`src/rtl/tfs_pkg.sv`:
```
package tfs_pkg;
  typedef enum logic [1:0] {ST_IDLE, ST_FOLD, ST_TAIL, ST_FIN} tfs_st_e;

  function automatic int lanes_of(int code);
    return (code == 1) ? 7 : 3;
  endfunction

  function automatic int width_of(int code);
    return (code == 1) ? 3 : 2;
  endfunction
endpackage

```
`src/rtl/tfs_step.sv`:
```
module tfs_step #(
  parameter int CODE = 0,
  parameter int SW   = 2
) (
  input  logic [SW-1:0] cur,
  input  logic          d,
  output logic [SW-1:0] nxt
);
  generate
    if (CODE == 1) begin : g_eight
      always_comb nxt = {cur[1], cur[0], d ^ cur[1] ^ cur[2]};
    end else begin : g_four
      always_comb nxt = {cur[0], d ^ cur[0] ^ cur[1]};
    end
  endgenerate
endmodule

```
`src/rtl/tfs_lane_accum.sv`:
```
module tfs_lane_accum #(
  parameter int MP = 3,
  parameter int PW = $clog2(MP)
) (
  input  logic          clk,
  input  logic          rst,
  input  logic          clr,
  input  logic          accept,
  input  logic          bit_in,
  input  logic          hold,
  output logic [MP-1:0] lanes,
  output logic [PW-1:0] phase
);
  localparam logic [PW-1:0] LAST_PH = PW'(MP - 1);

  always_ff @(posedge clk) begin
    if (rst || clr) begin
      lanes <= '0;
      phase <= '0;
    end else if (accept) begin
      lanes[phase] <= lanes[phase] ^ bit_in;
      phase <= (phase == LAST_PH) ? '0 : phase + 1'b1;
    end
  end

  // lane index always stays inside the modulo range
  p_phase_range_r3: assert property (@(posedge clk) disable iff (rst)
    phase <= LAST_PH);

  // lanes frozen while the stepper is working
  p_hold_busy_r5: assert property (@(posedge clk) disable iff (rst)
    (hold && !clr) |=> $stable(lanes));
endmodule

```
`src/rtl/tfs_stepper.sv`:
```
module tfs_stepper
  import tfs_pkg::*;
#(
  parameter int CODE = 0,
  parameter int MP   = 3,
  parameter int SW   = 2,
  parameter int PW   = $clog2(MP)
) (
  input  logic          clk,
  input  logic          rst,
  input  logic          load,
  input  logic [SW-1:0] load_state,
  input  logic          go,
  input  logic [MP-1:0] lanes,
  input  logic [PW-1:0] phase,
  output logic          busy,
  output logic          clr,
  output logic          done,
  output logic [SW-1:0] final_state
);
  localparam logic [PW-1:0] LAST_CNT = PW'(MP - 1);

  tfs_st_e       st;
  logic [PW-1:0] cnt;
  logic [SW-1:0] cur;
  logic [SW-1:0] nxt;
  logic          d_in;

  always_comb d_in = (st == ST_FOLD) ? lanes[cnt] : 1'b0;

  tfs_step #(.CODE(CODE), .SW(SW)) u_step (
    .cur(cur),
    .d  (d_in),
    .nxt(nxt)
  );

  always_ff @(posedge clk) begin
    if (rst) begin
      st          <= ST_IDLE;
      cnt         <= '0;
      cur         <= '0;
      done        <= 1'b0;
      final_state <= '0;
    end else begin
      done <= 1'b0;
      case (st)
        ST_IDLE: begin
          if (load) begin
            cur <= load_state;
          end else if (go) begin
            st  <= ST_FOLD;
            cnt <= '0;
          end
        end
        ST_FOLD: begin
          cur <= nxt;
          if (cnt == LAST_CNT) begin
            cnt <= '0;
            st  <= (phase == '0) ? ST_FIN : ST_TAIL;
          end else begin
            cnt <= cnt + 1'b1;
          end
        end
        ST_TAIL: begin
          cur <= nxt;
          if (cnt == phase - 1'b1) begin
            cnt <= '0;
            st  <= ST_FIN;
          end else begin
            cnt <= cnt + 1'b1;
          end
        end
        default: begin
          done        <= 1'b1;
          final_state <= cur;
          st          <= ST_IDLE;
        end
      endcase
    end
  end

  always_comb begin
    busy = (st != ST_IDLE);
    clr  = (st == ST_FIN);
  end

  // fold phase never indexes past the last lane
  p_fold_bound_r2: assert property (@(posedge clk) disable iff (rst)
    (st == ST_FOLD) |-> (cnt <= LAST_CNT));

  // zero-input steps only run for a nonzero remainder
  p_tail_bound_r3: assert property (@(posedge clk) disable iff (rst)
    (st == ST_TAIL) |-> (phase != '0 && cnt < phase));

  // done is a single-cycle strobe
  p_done_pulse_r4: assert property (@(posedge clk) disable iff (rst)
    done |=> !done);

  // done only follows the finishing state
  p_done_origin_r4: assert property (@(posedge clk) disable iff (rst)
    $rose(done) |-> ($past(st) == ST_FIN));
endmodule

```
`src/rtl/tfs_agglom.sv`:
```
module tfs_agglom #(
  parameter  int CODE = 0,
  localparam int SW   = tfs_pkg::width_of(CODE)
) (
  input  logic          clk,
  input  logic          rst,
  input  logic          start,
  input  logic [SW-1:0] start_state,
  input  logic          bit_valid,
  input  logic          bit_in,
  input  logic          bit_last,
  output logic          done,
  output logic [SW-1:0] final_state
);
  localparam int MP = tfs_pkg::lanes_of(CODE);
  localparam int PW = $clog2(MP);

  logic          busy;
  logic          clr;
  logic          accept;
  logic          go;
  logic          load;
  logic          acc_clr;
  logic [MP-1:0] lanes;
  logic [PW-1:0] phase;

  always_comb begin
    load    = start & ~busy;
    accept  = bit_valid & ~busy & ~start;
    go      = accept & bit_last;
    acc_clr = clr | load;
  end

  tfs_lane_accum #(.MP(MP), .PW(PW)) u_accum (
    .clk   (clk),
    .rst   (rst),
    .clr   (acc_clr),
    .accept(accept),
    .bit_in(bit_in),
    .hold  (busy),
    .lanes (lanes),
    .phase (phase)
  );

  tfs_stepper #(.CODE(CODE), .MP(MP), .SW(SW), .PW(PW)) u_stepper (
    .clk        (clk),
    .rst        (rst),
    .load       (load),
    .load_state (start_state),
    .go         (go),
    .lanes      (lanes),
    .phase      (phase),
    .busy       (busy),
    .clr        (clr),
    .done       (done),
    .final_state(final_state)
  );
endmodule

```
`config.mk`:
```
export PLATFORM = sky130hd
export DESIGN_NAME = tfs_agglom
export DESIGN_NICKNAME = d
export VERILOG_FILES = /design/src/rtl/tfs_pkg.sv /design/src/rtl/tfs_step.sv /design/src/rtl/tfs_lane_accum.sv /design/src/rtl/tfs_stepper.sv /design/src/rtl/tfs_agglom.sv
export SDC_FILE = /design/constraint.sdc
export NUM_CORES = 1
export LEC_CHECK = 0
export ABC_AREA = 1
export CAP_MARGIN = 20
export CORE_ASPECT_RATIO = 1.2
export CORE_UTILIZATION = 35
export CTS_BUF_LIST = sky130_fd_sc_hd__clkbuf_2 sky130_fd_sc_hd__clkbuf_4 sky130_fd_sc_hd__clkbuf_8
export DETAILED_ROUTE_END_ITERATION = 10
export REMOVE_ABC_BUFFERS = 1
export SYNTH_ARGS = -nofsm -noshare
export SYNTH_HDL_FRONTEND = slang
export SYNTH_SLANG_ARGS = --single-unit
```
`constraint.sdc`:
```
create_clock -name clk -period 3.75 [get_ports clk]
set_input_delay 0.375 -clock clk [delete_from_list [all_inputs] [get_ports clk]]
set_output_delay 0.375 -clock clk [all_outputs]
set_load 0.03 [all_outputs]
```
==> impl_metrics.tcl, run 1 <==
set metrics [dict create \
    wire_per_inst_um 9.78 \
    synth_top_cell_by_area "dfxtp_1" \
    power_uw 559 \
    grt_pass1_vias 829 \
    min_period_over_period_pct 44.6 \
    synth_seq_cells 14 \
    hold_viol 0 \
    cts_buffers 3 \
    fillerInstances 265 \
    gr-usage-all-layers_pct 15.0 \
    io_buffers 10 \
    max_freq_mhz 599 \
    antenna_found_initial 0 \
    powerDensity_nw_per_um2 505 \
    power_frac_seq_pct 34.1 \
    ant_nets 0 \
    path_cells "clkdlybuf4s50_1" \
    initial_core_util_pct 36.7 \
    pwr-share-clk_pct 20.2 \
    cts.path.max_buffers 2 \
    min_path_type "flip-flop to flip-flop" \
    worstMarginPinSlew_ns 0.312 \
    clk_latency_ns 0.29 \
    critPathArrivalTime_ns 1.30 \
    fin_util_pct 43.8 \
    antenna_cells 0 \
    dr.pass1.iters 4 \
    skew_ns 0.00471 \
    critPathRequiredTime_ns 3.38 \
    nets 169 \
    grt_max_degree 9 \
    synthTopCellsByArea "dfxtp_1 30%, ha_1 16%, nand2_1 13%, inv_1 11%, a21oi_1 5.9%" \
    status "complete, no violations" \
    grt_pass1_wl_um 3320 \
    clk_pin_slew_worst_paths_ns 0.09 \
    critPathKind "flip-flop to primary output" \
    cp_top_family "buffers and inverters" \
    ctsHoldBuffers 0 \
    worst-path-buf-inv 1 \
    core_um2 2530 \
    drv_slew 0 \
    syn_inst 134 \
    switching_share_pct 42.0 \
    die_h_um 58.4 \
    grt-ovfl-total 0 \
    cts_resized 0 \
    tns_ns 0 \
    die_w_um 49.0 \
    area_growth_pct 19.1 \
    leakagePower_uw 0.000508 \
    max_stage_delay_ns 0.67 \
    ys_types 18 \
    internal_power_uw 324 \
    syn_area_um2 928 \
    rsz0062_at_grt "no" \
    vias 837 \
    slowest_stage "clkdlybuf4s50_1" \
    drive_gt1_share_pct 6.08 \
    vias_per_cell 4.62 \
    cts_tree "built" \
    die_area_um2 2860 \
    rows 20 \
    clock-sinks 14 \
    drc 0 \
    crit_path_start_kind "flip-flop" \
    ys_warn_count 0 \
    h-tree-depth 1 \
    comb_power_share_pct 45.8 \
    final-setup-viol-count 0 \
    cap_violations 0 \
    ioPinCount 11 \
    post_cts_buffers 0 \
    p_sw_uw 235 \
    dpl.hpwl_um 1460 \
    avgSynthCellArea_um2 6.93 \
    initialDrtViolationCount 7 \
    slew_headroom_pct 79.1 \
    ir_drop_v 0.000208 \
    cp-end-kind "primary output" \
    routed_wirelength_um 1770 \
    yosysSeqAreaShare_pct 30.2 \
    finalCriticalPeriod_ns 1.67 \
    synth_top_area_share_pct 30.2 \
    place.gp.congestion 0.726 \
    worstPathMaxFanout 2 \
    cts-root-buf "clkbuf_4" \
]
## cell families after synthesis
family                   after synthesis  share of synthesized area [%]
AO/OA/AOI/OAI                         24                           14.4
flip-flops                            14                           30.2
adder cells (fa/ha/maj)               12                           16.2
buffers and inverters                 26                           10.5
XOR/XNOR                               2                           1.89
AND/OR/NAND/NOR                       56                           26.8
## final timing paths
path	start	end	slack (ns)	depth (start not counted)
setup / recovery	u_stepper.final_state[0]	final_state[0]	2.08	1
hold / removal	u_stepper.cur[0]	u_stepper.cur[0]	0.49	2
setup reg to reg	u_stepper.st[0]	u_stepper.st[0]	2.17	9
hold reg to reg	u_stepper.cur[0]	u_stepper.cur[0]	0.49	2
## layout make-up
type | count | area, µm² | share of cell area (%)
Timing Repair Buffer | 10 | 100 | 9.05
Tap cell | 33 | 41.3 | 3.73
Clock buffer | 4 | 36.3 | 3.28
Multi-Input combinational cell | 94 | 551 | 49.8
Sequential cell | 14 | 280 | 25.3
Inverter | 26 | 97.6 | 8.82
## power by group through the flow
stage	logic (µW)	clock network [µW]	registers (µW)
final	256	113	190
after global routing	300	124	194
after CTS	260	116	191
after detailed placement	257	0	194
after global placement	256	0	193
after floorplan	200	0	192
## layout by cell type, fill, tap and decap left out
master,n
o21ai_0,7
dfxtp_1,14
o21a_1,1
nand2_2,1
nor2_1,7
nand3_2,1
nand4_1,2
inv_1,26
nor2_2,2
clkbuf_4,3
nand2_1,32
a211o_1,1
a21oi_1,11
o211ai_1,3
nand3_1,10
ha_1,12
o21ai_1,1
clkdlybuf4s50_1,10
xor2_1,2
clkbuf_8,1
nor2_4,1
## flip-flops by register name, indices dropped and copies added, names as in the netlist
name,cells
u_stepper.cur,2
u_stepper.final_state,2
u_accum.lanes,3
u_stepper.cnt,2
u_stepper.st,2
u_accum.phase,2
u_stepper.done,1
## Yosys cell counts, drive strengths merged
library cell and number:
nand3 11, nand2 33, a21oi 11, nor2 10, xor2 2, ha 12, o21a 1, o211ai 3
a211o 1, nand4 2, o21ai 8, inv 26, dfxtp 14
## metrics by stage
step	worst slack, ns	cell area (µm²)	hold WS, ns	std cells
after global placement	2.06	1070	0.470	177
after global routing	1.96	1110	0.536	181
after detailed placement	2.04	1070	0.482	177
after floorplan	2.32	928	0.442	134
final	2.08	1110	0.490	181
after CTS	2.06	1110	0.494	181
## metal layers
metal,wire (µm),GRT usage (%)
met1,795,17.0
met2,881,27.0
met3,52,2.58
met4,40,7.56
met5,0,0
(Power assumes the default switching activity.)
==> inputs of run 2 (changes only) <==
- clock period: 3.75 -> 1.56 ns (I/O delays scaled with it)
==> impl_metrics.tcl, run 2 (synthesized netlist as in run 1, its figures left out) <==
set metrics [dict create \
    status "complete, no violations" \
    clock-sinks 14 \
    cp_top_family "buffers and inverters" \
    pre_cts_ws_ns 0.0700 \
    cts_tree "built" \
    area_growth_pct 25.5 \
    vias 865 \
    cts-root-buf "clkbuf_4" \
    io_buffers 10 \
    ctsHoldBuffers 0 \
    min_period_over_period_pct 91.7 \
    gr-usage-all-layers_pct 16.1 \
    initial_core_util_pct 36.7 \
    skew_ns 0.00183 \
    r2r_start "u_stepper.st[1]" \
    worstPathMaxFanout 2 \
    post_cts_buffers 0 \
    rows 20 \
    min_path_type "flip-flop to flip-flop" \
    antenna_cells 0 \
    slowest_stage "clkdlybuf4s50_1" \
    initialDrtViolationCount 12 \
    nets 174 \
    final_cell_mix "30 x nand2_1, 25 x inv_1, 13 x dfxtp_1, 11 x a21oi_1" \
    routed_wirelength_um 2050 \
    drv_slew 0 \
    antenna_found_initial 0 \
    largest_register_ffs 3 \
    die_w_um 49.0 \
    fin_util_pct 46.1 \
    fillerInstances 262 \
    cts_buffers 3 \
    setup_slack_ns 0.129 \
    regMostFlops "u_accum.lanes" \
    critPathRequiredTime_ns 1.40 \
    leakagePower_uw 0.000530 \
    post-route-cell-area_um2 1160 \
    critPathArrivalTime_ns 1.28 \
    hold_viol 0 \
    grt_pass1_vias 842 \
    h-tree-depth 1 \
    clk_pin_slew_worst_paths_ns 0.08 \
    worstMarginPinSlew_ns 0.310 \
    critPathKind "flip-flop to primary output" \
    grt-ovfl-total 0 \
    crit_path_start_kind "flip-flop" \
    die_h_um 58.4 \
    powerDensity_nw_per_um2 1200 \
    worstSetupStartpoint "u_stepper.final_state[0]" \
    cap_violations 0 \
    hold-worst-slack_ns 0.492 \
    die_area_um2 2860 \
    grt_max_degree 8 \
    max_stage_delay_ns 0.67 \
    drive_gt1_share_pct 13.2 \
    worst-path-buf-inv 1 \
    dr.pass1.iters 4 \
    finalCriticalPeriod_ns 1.43 \
    wire_per_inst_um 11.1 \
    slew_headroom_pct 79.3 \
    cts_resized 0 \
    place.gp.congestion 0.790 \
    ant_nets 0 \
    vias_per_cell 4.68 \
    cts.path.max_buffers 2 \
    core_um2 2530 \
    instances_no_fill 185 \
    dpl.hpwl_um 1600 \
    post_dp_cell_area_um2 1110 \
    ir_drop_v 0.000693 \
    place_inst 182 \
    cp-end-kind "primary output" \
    clk_latency_ns 0.28 \
    ioPinCount 11 \
    hp-start "u_stepper.cur[0]" \
    path_cells "clkdlybuf4s50_1" \
    max_freq_mhz 699 \
    grt_pass1_wl_um 3490 \
    drc 0 \
    final-setup-viol-count 0 \
    final_common_cell "nand2_1" \
]
[run 2: power by group]
part | switching (µW) | internal, µW
Sequential | 42.8 | 412
Clock | 117 | 89.5
Combinational | 434 | 301
Total | 594 | 802
[run 2: path summary, 6_finish.rpt]
path,to,slack [ns],cells after the start
hold reg to reg,u_stepper.cur[0],0.49,2
setup / recovery,final_state[0],0.13,1
hold / removal,u_stepper.cur[0],0.49,2
setup reg to reg,u_stepper.st[1],0.15,8
[run 2: metal layers]
layer  track usage, %  part of all wire, %  routed length [µm]
met1             17.6                   43                 878
met2             29.8                   52                1070
met3             3.10                  3.6                  74
met4             7.98                  1.0                  21
met5                0                    0                   0
[run 2: cell type report]
| class | count | area [µm²] | area share [%] |
|---|---|---|---|
| timing repair buffer | 15 | 138 | 11.8 |
| multi-input combinational | 94 | 584 | 50.2 |
| inverter | 26 | 97.6 | 8.38 |
| tap | 33 | 41.3 | 3.54 |
| sequential | 14 | 282 | 24.2 |
| clock buffer | 3 | 22.5 | 1.93 |
[run 2: through the flow]
stage	TNS (ns)	power, µW
2_1_floorplan	0	944
3_3_place_gp	0	1120
3_5_place_dp	0	1130
4_1_cts	0	1340
5_1_grt	-0.0230	1540
6_report	0	1400
==> inputs of run 3 (changes only) <==
- DONT_BUFFER_PORTS: not set -> 1
- SYNTH_HIERARCHICAL: not set -> 1
==> impl_metrics.tcl, run 3 <==
set metrics [dict create \
    synth_top_area_share_pct 29.8 \
    die_h_um 58.8 \
    ant_nets 0 \
    clk_pin_slew_worst_paths_ns 0.09 \
    h-tree-depth 1 \
    min_path_type "input port to flip-flop" \
    synth_top_cell_by_area "dfxtp_1" \
    largest_register_ffs 3 \
    drv_slew 0 \
    avgSynthCellArea_um2 6.62 \
    synth-main-ff-cell "dfxtp_1" \
    rows 20 \
    clk_latency_ns 0.28 \
    final_cell_mix "27 x nand2_1, 24 x inv_1, 15 x nand3_1, 12 x dfxtp_1" \
    initialDrtViolationCount 19 \
    hp-start "start_state[1]" \
    wire_per_inst_um 10.5 \
    status "complete, no violations" \
    place.gp.congestion 0.747 \
    final-setup-viol-count 0 \
    cp-end-kind "flip-flop" \
    synthTopCellsByArea "dfxtp_1 30%, nand2_1 11%, ha_1 11%, inv_1 10%, nand3_1 8.0%" \
    ys_types 20 \
    gr-usage-all-layers_pct 15.5 \
    worstPathMaxFanout 6 \
    synth_edf_count 0 \
    max_freq_mhz 691 \
    cts_tree "built" \
    synth_seq_cells 14 \
    routed_wirelength_um 1960 \
    cap_violations 0 \
    slowest_stage "dfxtp_2" \
    finalCriticalPeriod_ns 1.45 \
    r2r_end "u_stepper/st[1]" \
    yosysSeqAreaShare_pct 29.8 \
    min_period_over_period_pct 92.8 \
    path_cells "inv_1, ha_4, inv_4, nor2_4, nand2_2, nor2_4, o21ai_2, a21oi_2, nand3_1, a21oi_1" \
    worstSetupStartpoint "u_stepper/st[0]" \
    final_common_cell "nand2_1" \
    synth.most_common_cell "nand2_1" \
    grt-ovfl-total 0 \
    cts.path.max_buffers 2 \
    leakagePower_uw 0.000508 \
    critPathArrivalTime_ns 1.66 \
    syn_inst 142 \
    io_buffers 0 \
    reg2reg_depth 10 \
    crit_path_start_kind "flip-flop" \
    die_area_um2 2900 \
    hold_end "u_stepper/cur[1]" \
    regMostFlops "u_accum/lanes" \
    ioPinCount 11 \
    cts_buffers 3 \
    dr.pass1.iters 4 \
    grt_pass1_vias 869 \
    fin_util_pct 43.5 \
    max_stage_delay_ns 0.33 \
    ys_top_cells_by_count "28 x nand2_1, 25 x inv_1, 15 x nand3_1" \
    r2r_start "u_stepper/st[0]" \
    initial_core_util_pct 36.8 \
    core_um2 2550 \
    critPathRequiredTime_ns 1.77 \
    place_inst 179 \
    vias 879 \
    worstMarginPinSlew_ns 0.317 \
    cp_top_family "compound AO/OA/AOI/OAI gates" \
    ys_warn_count 6 \
    ir_drop_v 0.000400 \
    hold_viol 0 \
    drc 0 \
    clock-sinks 14 \
    cts-root-buf "clkbuf_4" \
    drive_gt1_share_pct 24.8 \
    rrSetupSlack_ns 0.11 \
    skew_ns 0.00462 \
    antenna_found_initial 0 \
    grt_max_degree 9 \
    ys_async_sr_fraction_pct 0 \
    worstHoldPathCells 2 \
    antenna_cells 0 \
    die_w_um 49.3 \
    syn_area_um2 940 \
    vias_per_cell 4.73 \
    instances_no_fill 186 \
    dpl.hpwl_um 1550 \
    worst-path-buf-inv 2 \
    nets 170 \
    slew_headroom_pct 78.9 \
    critPathKind "flip-flop to flip-flop" \
    area_growth_pct 18.2 \
    crit_top_cell "nor2_4" \
    grt_pass1_wl_um 3440 \
    powerDensity_nw_per_um2 845 \
]
run 3: changes by cell type in the layout (fill, tap and decap cells not counted), sizes merged, moves of 2 or more:
cell,before,now
clkdlybuf4s50,10,0
ha,12,8
inv,26,30
nand2,33,37
nand3,11,15
a31oi,0,2
buf,5,7
nor2,10,12
o211ai,3,1
o21ai,8,6
xor2,2,0
run 3: cell type report:
class | count | area (µm²)
repair buffers | 8 | 62.6
clock buffers | 4 | 36.3
flip-flops and latches | 14 | 283
inverters | 30 | 115
well taps | 33 | 41.3
multi-input cells | 97 | 573
fillers | 264 | 1440
run 3: power by group:
group          leakage [µW]  switching [µW]  internal, µW  total, µW
sequential         0.000114            18.7           379        398
combinational      0.000373             162           120        282
clock             0.0000210             117           142        259
total              0.000508             297           641        938
run 3: per-layer routing:
| metal | wire, µm | up-vias | track usage, % |
|---|---|---|---|
| li1 | - | 470 | - |
| met1 | 895 | 394 | 18.3 |
| met2 | 981 | 15 | 26.6 |
| met3 | 84 | 0 | 3.88 |
| met4 | 0 | 0 | 6.30 |
| met5 | 0 | - | 0 |
run 3: logic make-up after synthesis:
group | count (synthesis) | share of synthesized area (%)
AND/OR/NAND/NOR | 66 | 31.6
AO/OA/AOI/OAI | 23 | 15.2
adder cells (fa/ha/maj) | 8 | 10.7
flip-flops | 14 | 29.8
buffers and inverters | 31 | 12.8
run 3: per-stage QoR:
stage                     instance area, µm²  setup WS [ns]  setup TNS, ns  hold WS, ns  power [µW]
after global placement                  1010         0.0899              0        0.227         644
final                                   1110          0.113              0       0.0356         938
after global routing                    1110        -0.0210        -0.0466       0.0219        1020
after detailed placement                1010        -0.0208        -0.0254        0.227         647
after CTS                               1080        0.00307              0       0.0237         931
after floorplan                          932         0.0986              0        0.225         584
run 3: worst reg2reg max path: stages, from the launching register on:
cell     delay [ns]
dfxtp_2        0.33
inv_1          0.10
ha_4           0.16
inv_4          0.05
nor2_4         0.08
nand2_2        0.08
nor2_4         0.11
o21ai_2        0.07
a21oi_2        0.16
nand3_1        0.09
a21oi_1        0.14
run 3: how the worst max path moves through the flow:
stage / end / slack (ns) / depth (start not counted)
floorplan: u_stepper/st[0] / 0.1 / 10
global placement: u_stepper/st[0] / 0.09 / 10
detailed placement: u_stepper/st[0] / -0.02 / 10
CTS: u_stepper/st[0] / 0.003 / 10
global route: u_stepper/st[0] / -0.02 / 10
finish: u_stepper/st[1] / 0.11 / 10
run 3: what timing repair did:
action                                  CTS  global route
setup buffers                             2             0
endpoints found under the hold margin     5             0
gates resized for setup                   4             8
pin swaps                                 4             3
hold buffers                              1             0
endpoints found under the setup margin    4             6
